==> config.mk <==
export PLATFORM = sky130hd
export DESIGN_NAME = nvm_cmd_dispatch
export DESIGN_NICKNAME = d
export VERILOG_FILES = /design/src/rtl/nvm_cmd_pkg.sv /design/src/rtl/nvm_cmd_class.sv /design/src/rtl/nvm_page_buffer.sv /design/src/rtl/nvm_flash_array.sv /design/src/rtl/nvm_cmd_dispatch.sv
export SDC_FILE = /design/constraint.sdc
export NUM_CORES = 1
export LEC_CHECK = 0
export BUFFER_PORTS_ARGS = -buffer_cell sky130_fd_sc_hd__clkbuf_2
export CAP_MARGIN = 20
export CORE_AREA = 4 4 323 325
export DETAILED_ROUTE_END_ITERATION = 12
export DIE_AREA = 0 0 327 329
export SLEW_MARGIN = 40
export SYNTH_ARGS = -nofsm -noshare
export SYNTH_HDL_FRONTEND = slang
export SYNTH_SLANG_ARGS = --single-unit
==> constraint.sdc <==
create_clock -name clk -period 8.5 [get_ports clk]
set_input_delay 0.85 -clock clk [delete_from_list [all_inputs] [get_ports clk]]
set_output_delay 0.85 -clock clk [all_outputs]
set_load 0.05 [all_outputs]
==> src/rtl/nvm_cmd_pkg.sv <==
package nvm_cmd_pkg;

    localparam logic [6:0] CMD_NOP          = 7'h00;
    localparam logic [6:0] CMD_APP_ERASE    = 7'h20;
    localparam logic [6:0] CMD_APP_PG_ERASE = 7'h22;
    localparam logic [6:0] CMD_LOAD_BUF     = 7'h23;
    localparam logic [6:0] CMD_APP_PG_PROG  = 7'h24;
    localparam logic [6:0] CMD_APP_PG_ERPR  = 7'h25;
    localparam logic [6:0] CMD_BUF_ERASE    = 7'h26;
    localparam logic [6:0] CMD_PG_ERASE     = 7'h2B;
    localparam logic [6:0] CMD_PG_PROG      = 7'h2E;
    localparam logic [6:0] CMD_PG_ERPR      = 7'h2F;
    localparam logic [6:0] CMD_CHIP_ERASE   = 7'h40;
    localparam logic [6:0] CMD_READ         = 7'h43;
    localparam logic [6:0] CMD_CRC          = 7'h78;

    typedef enum logic [2:0] {
        ARR_IDLE,
        ARR_ERASE_ALL,
        ARR_ERASE_PAGE,
        ARR_AND_PAGE,
        ARR_COPY_PAGE
    } arr_op_e;

    typedef struct packed {
        logic is_action;
        logic is_read;
        logic is_load;
        logic is_store_op;
        logic lock_ok;
        logic guarded;
    } cmd_class_t;

    function automatic logic [31:0] crc32_byte(logic [31:0] c, logic [7:0] b);
        logic [31:0] r;
        r = c ^ {24'h0, b};
        for (int i = 0; i < 8; i++) begin
            r = r[0] ? ((r >> 1) ^ 32'hEDB8_8320) : (r >> 1);
        end
        return r;
    endfunction

endpackage

==> src/rtl/nvm_cmd_class.sv <==
module nvm_cmd_class
    import nvm_cmd_pkg::*;
(
    input  logic [6:0] cmd,
    output cmd_class_t cls
);
    always_comb begin
        cls = '0;
        case (cmd)
            CMD_CHIP_ERASE: begin
                cls.is_action = 1'b1;
                cls.lock_ok   = 1'b1;
                cls.guarded   = 1'b1;
            end
            CMD_CRC: begin
                cls.is_action = 1'b1;
                cls.lock_ok   = 1'b1;
            end
            CMD_BUF_ERASE:  cls.is_action = 1'b1;
            CMD_READ:       cls.is_read   = 1'b1;
            CMD_LOAD_BUF:   cls.is_load   = 1'b1;
            CMD_APP_ERASE, CMD_APP_PG_ERASE, CMD_APP_PG_PROG, CMD_APP_PG_ERPR,
            CMD_PG_ERASE, CMD_PG_PROG, CMD_PG_ERPR:
                            cls.is_store_op = 1'b1;
            default: ;
        endcase
    end
endmodule

==> src/rtl/nvm_page_buffer.sv <==
module nvm_page_buffer #(
    parameter int PAGE_BYTES = 8,
    localparam int PB_W = $clog2(PAGE_BYTES)
) (
    input  logic                    clk,
    input  logic                    rst_n,
    input  logic                    load,
    input  logic [PB_W-1:0]         idx,
    input  logic [7:0]              wdata,
    input  logic                    clear,
    output logic [PAGE_BYTES*8-1:0] flat
);
    logic [7:0] slot_q [PAGE_BYTES];

    always_ff @(posedge clk) begin
        if (!rst_n || clear) begin
            for (int i = 0; i < PAGE_BYTES; i++) slot_q[i] <= 8'hFF;
        end else if (load) begin
            slot_q[idx] <= wdata;
        end
    end

    for (genvar g = 0; g < PAGE_BYTES; g++) begin : g_flat
        assign flat[g*8 +: 8] = slot_q[g];
    end
endmodule

==> src/rtl/nvm_flash_array.sv <==
module nvm_flash_array
    import nvm_cmd_pkg::*;
#(
    parameter int PAGE_BYTES = 8,
    parameter int PAGES      = 8,
    localparam int PB_W   = $clog2(PAGE_BYTES),
    localparam int PG_W   = $clog2(PAGES),
    localparam int ADDR_W = PB_W + PG_W,
    localparam int DEPTH  = PAGE_BYTES * PAGES
) (
    input  logic                    clk,
    input  logic                    rst_n,
    input  arr_op_e                 op,
    input  logic [PG_W-1:0]         page,
    input  logic [PAGE_BYTES*8-1:0] pbuf,
    input  logic [ADDR_W-1:0]       raddr_a,
    output logic [7:0]              rdata_a,
    input  logic [ADDR_W-1:0]       raddr_b,
    output logic [7:0]              rdata_b
);
    logic [7:0] mem_q [DEPTH];

    always_ff @(posedge clk) begin
        if (!rst_n) begin
            for (int i = 0; i < DEPTH; i++) mem_q[i] <= 8'hFF;
        end else begin
            case (op)
                ARR_ERASE_ALL:
                    for (int i = 0; i < DEPTH; i++) mem_q[i] <= 8'hFF;
                ARR_ERASE_PAGE:
                    for (int j = 0; j < PAGE_BYTES; j++)
                        mem_q[{page, PB_W'(j)}] <= 8'hFF;
                ARR_AND_PAGE:
                    for (int j = 0; j < PAGE_BYTES; j++)
                        mem_q[{page, PB_W'(j)}] <= mem_q[{page, PB_W'(j)}] & pbuf[j*8 +: 8];
                ARR_COPY_PAGE:
                    for (int j = 0; j < PAGE_BYTES; j++)
                        mem_q[{page, PB_W'(j)}] <= pbuf[j*8 +: 8];
                default: ;
            endcase
        end
    end

    assign rdata_a = mem_q[raddr_a];
    assign rdata_b = mem_q[raddr_b];
endmodule

==> src/rtl/nvm_cmd_dispatch.sv <==
module nvm_cmd_dispatch
    import nvm_cmd_pkg::*;
#(
    parameter int PAGE_BYTES = 8,
    parameter int PAGES      = 8,
    parameter int LATENCY    = 4,
    parameter int UNLOCK_WIN = 4
) (
    input  logic                                clk,
    input  logic                                rst_n,
    input  logic                                cmd_we,
    input  logic [6:0]                          cmd_wdata,
    input  logic                                exec_we,
    input  logic                                unlock_we,
    input  logic                                lock_rw,
    input  logic                                bus_we,
    input  logic                                bus_re,
    input  logic [$clog2(PAGE_BYTES*PAGES)-1:0] bus_addr,
    input  logic [7:0]                          bus_wdata,
    output logic [7:0]                          bus_rdata,
    output logic                                busy,
    output logic                                err,
    output logic [6:0]                          cmd_q,
    output logic [31:0]                         crc_result
);
    localparam int PB_W    = $clog2(PAGE_BYTES);
    localparam int PG_W    = $clog2(PAGES);
    localparam int ADDR_W  = PB_W + PG_W;
    localparam int DEPTH   = PAGE_BYTES * PAGES;
    localparam int LEN_MAX = (LATENCY > DEPTH) ? LATENCY : DEPTH;
    localparam int CNT_W   = $clog2(LEN_MAX + 1);
    localparam int WIN_W   = $clog2(UNLOCK_WIN + 1);

    typedef struct packed {
        logic [6:0]       cmd;
        logic             busy;
        logic [CNT_W-1:0] cnt;
        logic [6:0]       op;
        logic [PG_W-1:0]  page;
        logic [WIN_W-1:0] win;
        logic             err;
        logic [7:0]       rdata;
        logic [31:0]      acc;
        logic [31:0]      crc;
    } state_t;

    state_t q, d;

    cmd_class_t             cls;
    arr_op_e                arr_op;
    logic                   buf_load;
    logic                   buf_clear;
    logic                   start;
    logic                   allowed;
    logic [CNT_W-1:0]       last;
    logic [7:0]             arr_rdata;
    logic [7:0]             crc_byte;
    logic [PAGE_BYTES*8-1:0] pbuf_flat;

    nvm_cmd_class u_class (
        .cmd (q.cmd),
        .cls (cls)
    );

    nvm_page_buffer #(.PAGE_BYTES(PAGE_BYTES)) u_pbuf (
        .clk   (clk),
        .rst_n (rst_n),
        .load  (buf_load),
        .idx   (bus_addr[PB_W-1:0]),
        .wdata (bus_wdata),
        .clear (buf_clear),
        .flat  (pbuf_flat)
    );

    nvm_flash_array #(.PAGE_BYTES(PAGE_BYTES), .PAGES(PAGES)) u_array (
        .clk     (clk),
        .rst_n   (rst_n),
        .op      (arr_op),
        .page    (q.page),
        .pbuf    (pbuf_flat),
        .raddr_a (bus_addr),
        .rdata_a (arr_rdata),
        .raddr_b (q.cnt[ADDR_W-1:0]),
        .rdata_b (crc_byte)
    );

    always_comb begin
        d         = q;
        arr_op    = ARR_IDLE;
        buf_load  = 1'b0;
        buf_clear = 1'b0;
        start     = 1'b0;
        allowed   = !lock_rw || cls.lock_ok;
        last      = (q.op == CMD_CRC) ? CNT_W'(DEPTH - 1) : CNT_W'(LATENCY - 1);

        if (q.win != '0) d.win = q.win - 1'b1;
        if (unlock_we)   d.win = WIN_W'(UNLOCK_WIN);

        if (q.busy) begin
            if (q.op == CMD_CRC) d.acc = crc32_byte(q.acc, crc_byte);
            if (q.cnt == last) begin
                d.busy = 1'b0;
                d.cnt  = '0;
                d.cmd  = CMD_NOP;
                case (q.op)
                    CMD_CHIP_ERASE: begin
                        arr_op    = ARR_ERASE_ALL;
                        buf_clear = 1'b1;
                    end
                    CMD_APP_ERASE:                   arr_op = ARR_ERASE_ALL;
                    CMD_BUF_ERASE:                   buf_clear = 1'b1;
                    CMD_PG_ERASE, CMD_APP_PG_ERASE:  arr_op = ARR_ERASE_PAGE;
                    CMD_PG_PROG,  CMD_APP_PG_PROG:   arr_op = ARR_AND_PAGE;
                    CMD_PG_ERPR,  CMD_APP_PG_ERPR:   arr_op = ARR_COPY_PAGE;
                    CMD_CRC:       d.crc = ~crc32_byte(q.acc, crc_byte);
                    default: ;
                endcase
            end else begin
                d.cnt = q.cnt + 1'b1;
            end
            if (exec_we || bus_we || bus_re) d.err = 1'b1;
            if (bus_re) d.rdata = 8'hFF;
        end else begin
            if (exec_we && cls.is_action && allowed && (!cls.guarded || q.win != '0)) begin
                start = 1'b1;
                if (cls.guarded) d.win = '0;
            end
            if (bus_we && allowed) begin
                if (cls.is_load) begin
                    buf_load = 1'b1;
                end else if (cls.is_store_op) begin
                    start  = 1'b1;
                    d.page = bus_addr[ADDR_W-1:PB_W];
                end
            end
            if (bus_re) d.rdata = (cls.is_read && allowed) ? arr_rdata : 8'hFF;
            if (start) begin
                d.busy = 1'b1;
                d.cnt  = '0;
                d.op   = q.cmd;
                d.acc  = '1;
            end else if (cmd_we) begin
                d.cmd = cmd_wdata;
            end
        end
    end

    always_ff @(posedge clk) begin
        if (!rst_n) begin
            q       <= '0;
            q.rdata <= 8'hFF;
        end else begin
            q <= d;
        end
    end

    assign bus_rdata  = q.rdata;
    assign busy       = q.busy;
    assign err        = q.err;
    assign cmd_q      = q.cmd;
    assign crc_result = q.crc;
endmodule

==> results of run 1 <==
[worst paths after layout]
path	end	slack, ps	cells past startpoint
setup reg to reg	u_array.mem_q[2][3]	3550	10
hold reg to reg	crc_result[13]	480	2
hold / removal	q[74]	460	2
setup / recovery	u_array.mem_q[2][3]	3550	10
[power by group through the flow]
stage          clock network [W]  logic (W)  registers, W
6_report                 0.00321   0.000847       0.00393
4_1_cts                  0.00327   0.000841       0.00392
2_1_floorplan                  0   0.000639       0.00393
5_1_grt                  0.00340   0.000894       0.00394
3_3_place_gp                   0   0.000819       0.00399
3_5_place_dp                   0   0.000838       0.00399
[metrics by stage]
step	total power, W	instance area, um^2	setup WS [ps]	utilization [%]	std cells
after floorplan	0.004567	38250	1219	-	2774
after global placement	0.004805	39460	3438	38.89	3987
after detailed placement	0.004827	39710	3374	39.14	3993
after CTS	0.008026	42100	3357	41.50	4129
after global routing	0.008235	42170	3315	41.57	4130
final	0.007987	42180	3551	41.58	4135
[flip-flops by register name, summed over array words and instances, names as in the netlist, named ones only]
signal / flops
u_pbuf.slot_q: 64
q: 52
crc_result: 32
bus_rdata: 8
u_array.mem_q: 512
busy: 1
cmd_q: 7
err: 1
[final cells by class]
type | count | area, um^2 | area share [%]
sequential | 686 | 19530 | 46.29
tap | 1368 | 1712 | 4.058
clock inverter | 42 | 356.6 | 0.8453
inverter | 13 | 48.80 | 0.1157
antenna | 5 | 12.51 | 0.02966
clock buffer | 94 | 2034 | 4.823
timing repair buffer | 129 | 974.7 | 2.311
multi-input combinational | 1798 | 17520 | 41.53
[cell usage in the layout (no fill, tap or decap), drive strengths merged, types with 5 or more instances in the layout]
cell type	count
o21ai	47
clkinv	36
o221a	14
nor2	65
buf	52
xor2	22
and3	5
xnor2	41
mux4	407
nor2b	13
nand2b	32
inv	14
dfxtp	110
nand2	625
edfxtp	576
or3	54
diode	5
nand3	28
xnor3	5
o211a	5
a31oi	11
clkbuf	171
nor3	25
mux2	12
a211oi	21
o22ai	10
mux2i	140
a22o	7
nand4	11
a22oi	19
a21oi	107
[layer usage]
| layer | share of wire, % | routed length, um | GRT usage, % |
|---|---|---|---|
| met5 | 0 | 0 | 0 |
| met4 | 3.3 | 3999 | 7.568 |
| met3 | 12 | 14770 | 6.024 |
| met2 | 46 | 55440 | 34.75 |
| met1 | 38 | 46280 | 30.18 |
[kinds of logic (layout without fill, tap and decap cells)]
logic type                 count (synthesis)  count (layout)
adders and majority gates                  3               3
buffers and inverters                    290             278
xor gates and xnor gates                  68              68
AOI/OAI and AO/OA                        276             276
muxes                                    559             559
other                                      0               5
and+or+nand+nor                          892             892
DFF                                      686             686
==> metrics.md, run 1 <==
| Metric | Value |
|---|---|
| Critical-path cell list | or3b_1 -> o41ai_1 -> and3b_1 -> and3_1 -> nand2_1 -> or2_1 -> nor3_2 -> buf_6 -> nand2b_4 -> buf_4 |
| Number of enable flip-flop cells after synthesis | 576 |
| Clk pin slew, worst setup/hold paths | 60 ps |
| Synth Area in Compound Gates | 4.694% |
| Via density | 6.259 |
| Clock sink count | 686 |
| Post-synthesis mux area share | 28.14% |
| Crit. End Element | flip-flop |
| GRT Total Usage | 22.22% |
| Worst-Margin Slew | 936.0 ps |
| Maximum root-to-sink buffer count | 3 |
| Min-delay src | unlock_we |
| Initial antenna violation count | 4 |
| RSZ-0062 raised after global routing | no |
| Clock power share | 40.2% |
| Yosys reg bits | 686 |
| Synth Area in Adders | 0.09813% |
| Layout Nets | 2734 |
| Ys async rst share | 0% |
| Post-DRT Antenna Nets | 0 |
| Per-cell routed wire length | 29.14 um |
| Drc violations | 0 |
| Number of hold violations in the final report | 0 |
| CP Data Arrival Time | 5180 ps |
| Die area | 107600 um^2 |
| Mapped Cells | 2774 |
| Post-synthesis cell area | 38250 um^2 |
| Layout Skew | 32.46 ps |
| IO Count | 78 |
| Maximum vdd drop | 0.1577 mV |
| Synth top area share | 45.22% |
| CP peak stage delay | 720 ps |
| CTS tree | done |
| Max Freq | 0.2021 GHz |
| DR vias | 25880 |
| Final period util | 58.22% |
| Crit path from | q[80] |
| Number of global-route vias before repair | 25866 |
| Hold slack | 457.8 ps |
| CP delay by family, top | simple AND/OR/NAND/NOR gates |
| Leakage | 12.60 nW |
| Drt first-iter violations | 3292 |
| CP startpoint kind | flip-flop |
| Largest family of logic cells by synthesized area | multiplexers |
| Avg Synthesized Cell Area | 13.79 um^2 |
| Setup TNS | 0 ps |
| Pin count of the biggest net entering global routing | 81 |
| Post-CTS Hold Fix Bufs | 0 |
| Fill cells | 9117 |
| Worst Hold Class | primary input to flip-flop |
| First-pass GRT wire length | 179100 um |
| DR pass1 iterations | 6 |
| Top FF cell, synth | edfxtp_1 |
| Clk root buf | clkbuf_16 |
| CP Buf/Inv Count | 2 |
| Port Buffers | 77 |
| # Post-CTS Setup Buffers | 0 |
| GPL Wtd Cong | 0.8904 |
| Sw Share | 24.75% |
| Share of cells above drive strength 1 | 26.00% |
| Grt ovf | 0 |
| Max-Cap Viols | 0 |
| Synth Area in XOR/XNOR | 2.165% |
| Synth cell count leaders | nand2_1, edfxtp_1, mux4_2 |
| Synthesized net count | 2806 |
| Core area | 101400 um^2 |
| Clock Latency Late Sink | 630 ps |
| CP max stage cell | buf_4 |
| Sequential share of the synthesized area | 50.98% |
| Status | finished clean |
| Reg2Reg Launch Point | q[80] |
| Max-slew violation count | 0 |
| Comb pwr share | 10.6% |
| Setup violations, final | 0 |
| Rows | 117 |
| DRT Wirelength | 120500 um |
| Setup CP Type | flip-flop to flip-flop |
| Seq pwr share | 49.2% |
| Synth Area in Simple Gates | 10.05% |
| Post-CTS Resized | 0 |
| Synth unique cells | 86 |
| Switching pwr | 0.001977 W |
| DIE WIDTH | 327 um |
| Rel. slew slack | 37.18% |
| Top post-synthesis cells by area | edfxtp_1, mux4_2, nand2_1 |
| Top-count cell post-synth | nand2_1 |
| Starting Density | 37.70% |
| Worst EP required | 8730 ps |
| Int Pwr | 0.006010 W |
| PD cells | 189.3 nW/um^2 |
| Syn-to-layout area delta | 10.28% |
| Post-synth top area cell | edfxtp_1 |
| Die height | 329 um |
| DP Wirelength | 76610 um |
| Fin crit period | 4949 ps |
| Critical path peak fanout | 65 |
| CTS Buf Count | 74 |
| Warnings from Yosys | 0 |
| H-tree levels | 3 |
Power figures use the tool's default switching activity.
==> run 2: changes to the inputs <==
clock period = 4.47 ns   (was 8.5 ns; I/O delays follow)
==> run 2 against run 1 <==
Against the previous run:
- register-to-register slack worse by 3300 ps
- critical endpoint is now crc_result[19]
- worst hold slack worse by 430 ps
- clock power is 100% higher
- largest cell class unchanged
- utilization is 0.88 points higher
- die area stayed put
==> metrics.md, run 2 (synthesis gave the netlist of run 1 again) <==
| Metric | Value |
|---|---|
| Status | finished clean (unchanged) |
| Clk pin slew, worst setup/hold paths | 60 ps (about the same) |
| Share of cells above drive strength 1 | 27.24% (was 26.00%) |
| Worst-Margin Slew | 836.9 ps (was 936.0 ps) |
| CP max stage cell | dfxtp_4 (was buf_4) |
| Crit. End Element | flip-flop (unchanged) |
| Top reg by flops | u_array.mem_q (unchanged) |
| Setup CP Type | flip-flop to flip-flop (unchanged) |
| Hold slack | 27.88 ps (was 457.8 ps) |
| Critical-path cell list | buf_12 -> buf_4 -> mux4_2 -> a22oi_1 -> nand3_1 -> nand4_1 -> nor4bb_2 -> buf_4 -> xnor3_2 -> xnor2_2 -> or3_1 -> nand3_1 (was or3b_1 -> o41ai_1 -> and3b_1 -> and3_1 -> nand2_1 -> or2_1 -> nor3_2 -> buf_6 -> nand2b_4 -> buf_4) |
| Clock Latency Late Sink | 660 ps (was 630 ps) |
| Max Freq | 0.2380 GHz (was 0.2021 GHz) |
| CTS Buf Count | 76 (was 74) |
| Min-delay src | rst_n (was unlock_we) |
| CTS tree | done (unchanged) |
| Post-CTS Resized | 0 (unchanged) |
| PD cells | 362.6 nW/um^2 (was 189.3 nW/um^2) |
| Placed Cells | 4058 (was 3993) |
| Core area | 101400 um^2 (unchanged) |
| Port Buffers | 77 (unchanged) |
| Per-cell routed wire length | 28.92 um (was 29.14 um) |
| Fin crit period | 4202 ps (was 4949 ps) |
| H-tree levels | 3 (unchanged) |
| Finished Cell Area | 43080 um^2 (was 42180 um^2) |
| Die height | 329 um (unchanged) |
| CP peak stage delay | 760 ps (was 720 ps) |
| Leakage | 13.09 nW (was 12.60 nW) |
| Fin util | 42.46% (was 41.58%) |
| Largest register FFs | 512 (unchanged) |
| DRT Wirelength | 121500 um (was 120500 um) |
| DR vias | 26249 (was 25880) |
| Number of global-route vias before repair | 26230 (was 25866) |
| Clk root buf | clkbuf_16 (unchanged) |
| Biggest regs | u_array.mem_q x512, u_pbuf.slot_q x64, q x52 (unchanged) |
| Pin count of the biggest net entering global routing | 77 (was 81) |
| Drc violations | 0 (unchanged) |
| Commonest non-fill, non-tap cell in the layout | nand2_1 (unchanged) |
| Placed Instance Area | 40500 um^2 (was 39710 um^2) |
| Rel. slew slack | 43.45% (was 37.18%) |
| Critical path peak fanout | 38 (was 65) |
| Grt ovf | 0 (unchanged) |
| Initial antenna violation count | 7 (was 4) |
| Final period util | 94.01% (was 58.22%) |
| Via density | 6.250 (was 6.259) |
| RSZ-0062 raised after global routing | no (unchanged) |
| DIE WIDTH | 327 um (unchanged) |
| Final std cells w/o fill | 4200 (was 4135) |
| Fill cells | 9123 (was 9117) |
| Worst EP required | 5070 ps (was 8730 ps) |
| Starting Density | 37.70% (unchanged) |
| DR pass1 iterations | 5 (was 6) |
| Max-Cap Viols | 0 (unchanged) |
| Most frequent cells in the layout | nand2_1, edfxtp_1, mux4_2, mux2i_1, a21oi_1 (was nand2_1, edfxtp_1, mux4_2, mux2i_1, dfxtp_1) |
| Worst Hold Class | primary input to flip-flop (unchanged) |
| Post-DRT Antenna Nets | 0 (unchanged) |
| Drt first-iter violations | 3724 (was 3292) |
| First-pass GRT wire length | 180500 um (was 179100 um) |
| Max-slew violation count | 0 (unchanged) |
| Layout Nets | 2803 (was 2734) |
| Die area | 107600 um^2 (unchanged) |
| CP startpoint kind | flip-flop (unchanged) |
| DP Wirelength | 78340 um (was 76610 um) |
| Rows | 117 (unchanged) |
| IO Count | 78 (unchanged) |
| Syn-to-layout area delta | 12.62% (was 10.28%) |
| Number of hold violations in the final report | 0 (unchanged) |
| GPL Wtd Cong | 0.9402 (was 0.8904) |
| CP Data Arrival Time | 4800 ps (was 5180 ps) |
| GRT Total Usage | 22.35% (was 22.22%) |
| Setup violations, final | 0 (unchanged) |
| Maximum vdd drop | 0.2811 mV (was 0.1577 mV) |
| Clock sink count | 686 (unchanged) |
| Layout Skew | 30.01 ps (was 32.46 ps) |
| Maximum root-to-sink buffer count | 3 (unchanged) |
==> run 2: changes by cell type in the layout (fill, tap and decap cells not counted), moves of 2 or more <==
cell           change
buf_6             -20
clkinv_2           -5
inv_16             +2
clkbuf_16          -2
buf_12            +37
a21oi_2           -13
dlygate4sd3_1      +2
bufinv_16          +6
clkinv_1           -6
a21oi_1           +13
buf_4             +53
inv_4              +2
clkbuf_8           -4
buf_16             -2
==> run 2: area by class of cell <==
type | instances | area [um^2] | area share, %
timing repair buffer | 196 | 1799 | 4.177
inverter | 13 | 48.80 | 0.1133
tap | 1368 | 1712 | 3.974
multi-input combinational | 1798 | 17460 | 40.53
sequential | 686 | 19530 | 45.33
clock buffer | 90 | 1966 | 4.563
clock inverter | 44 | 553.0 | 1.284
antenna | 5 | 12.51 | 0.02905
==> run 2: through the flow <==
| stage | TNS, ps | worst slack [ps] | total power, W |
|---|---|---|---|
| after floorplan | -213450 | -1087 | 0.008668 |
| after global placement | 0 | 291.1 | 0.009176 |
| after detailed placement | 0 | 269.6 | 0.009215 |
| after CTS | 0 | 253.4 | 0.01569 |
| after global routing | 0 | 28.39 | 0.01608 |
| final | 0 | 267.7 | 0.01562 |
==> run 2: final timing paths <==
| path | endpoint | slack [ps] | cells after the start |
|---|---|---|---|
| setup / recovery | crc_result[19] | 270 | 12 |
| hold reg to reg | crc_result[3] | 470 | 2 |
| hold / removal | bus_rdata[3] | 30 | 2 |
| setup reg to reg | crc_result[19] | 270 | 12 |
==> run 2: layer usage <==
metal  routed length, um  share of wire (%)  global-route usage, %
met1               47290                 39                  30.58
met2               55500                 46                  34.74
met3               14260                 12                  5.988
met4                4411                3.6                  7.664
met5                   7             0.0058                      0
==> run 2: repair_timing <==
action	4_1_cts	5_1_grt
hold buffers	2	0
setup buffers	0	1
endpoints found under the hold margin	3	0
endpoints found under the setup margin	0	1
==> run 2: report_power, final <==
part	switching [W]	internal, W	total, W	leakage, nW
combinational	0.000848	0.000803	0.00165	5.36
sequential	0.000283	0.00718	0.00747	6.49
clock	0.00275	0.00375	0.00650	1.23
==> run 2: critical path: cells and delay by family (launching register included) <==
family	cells	cell delay (ps)
flip-flops	1	760
XOR/XNOR	2	560
AO/OA/AOI/OAI	1	210
multiplexers	1	520
AND/OR/NAND/NOR	5	1210
buffers and inverters	3	810
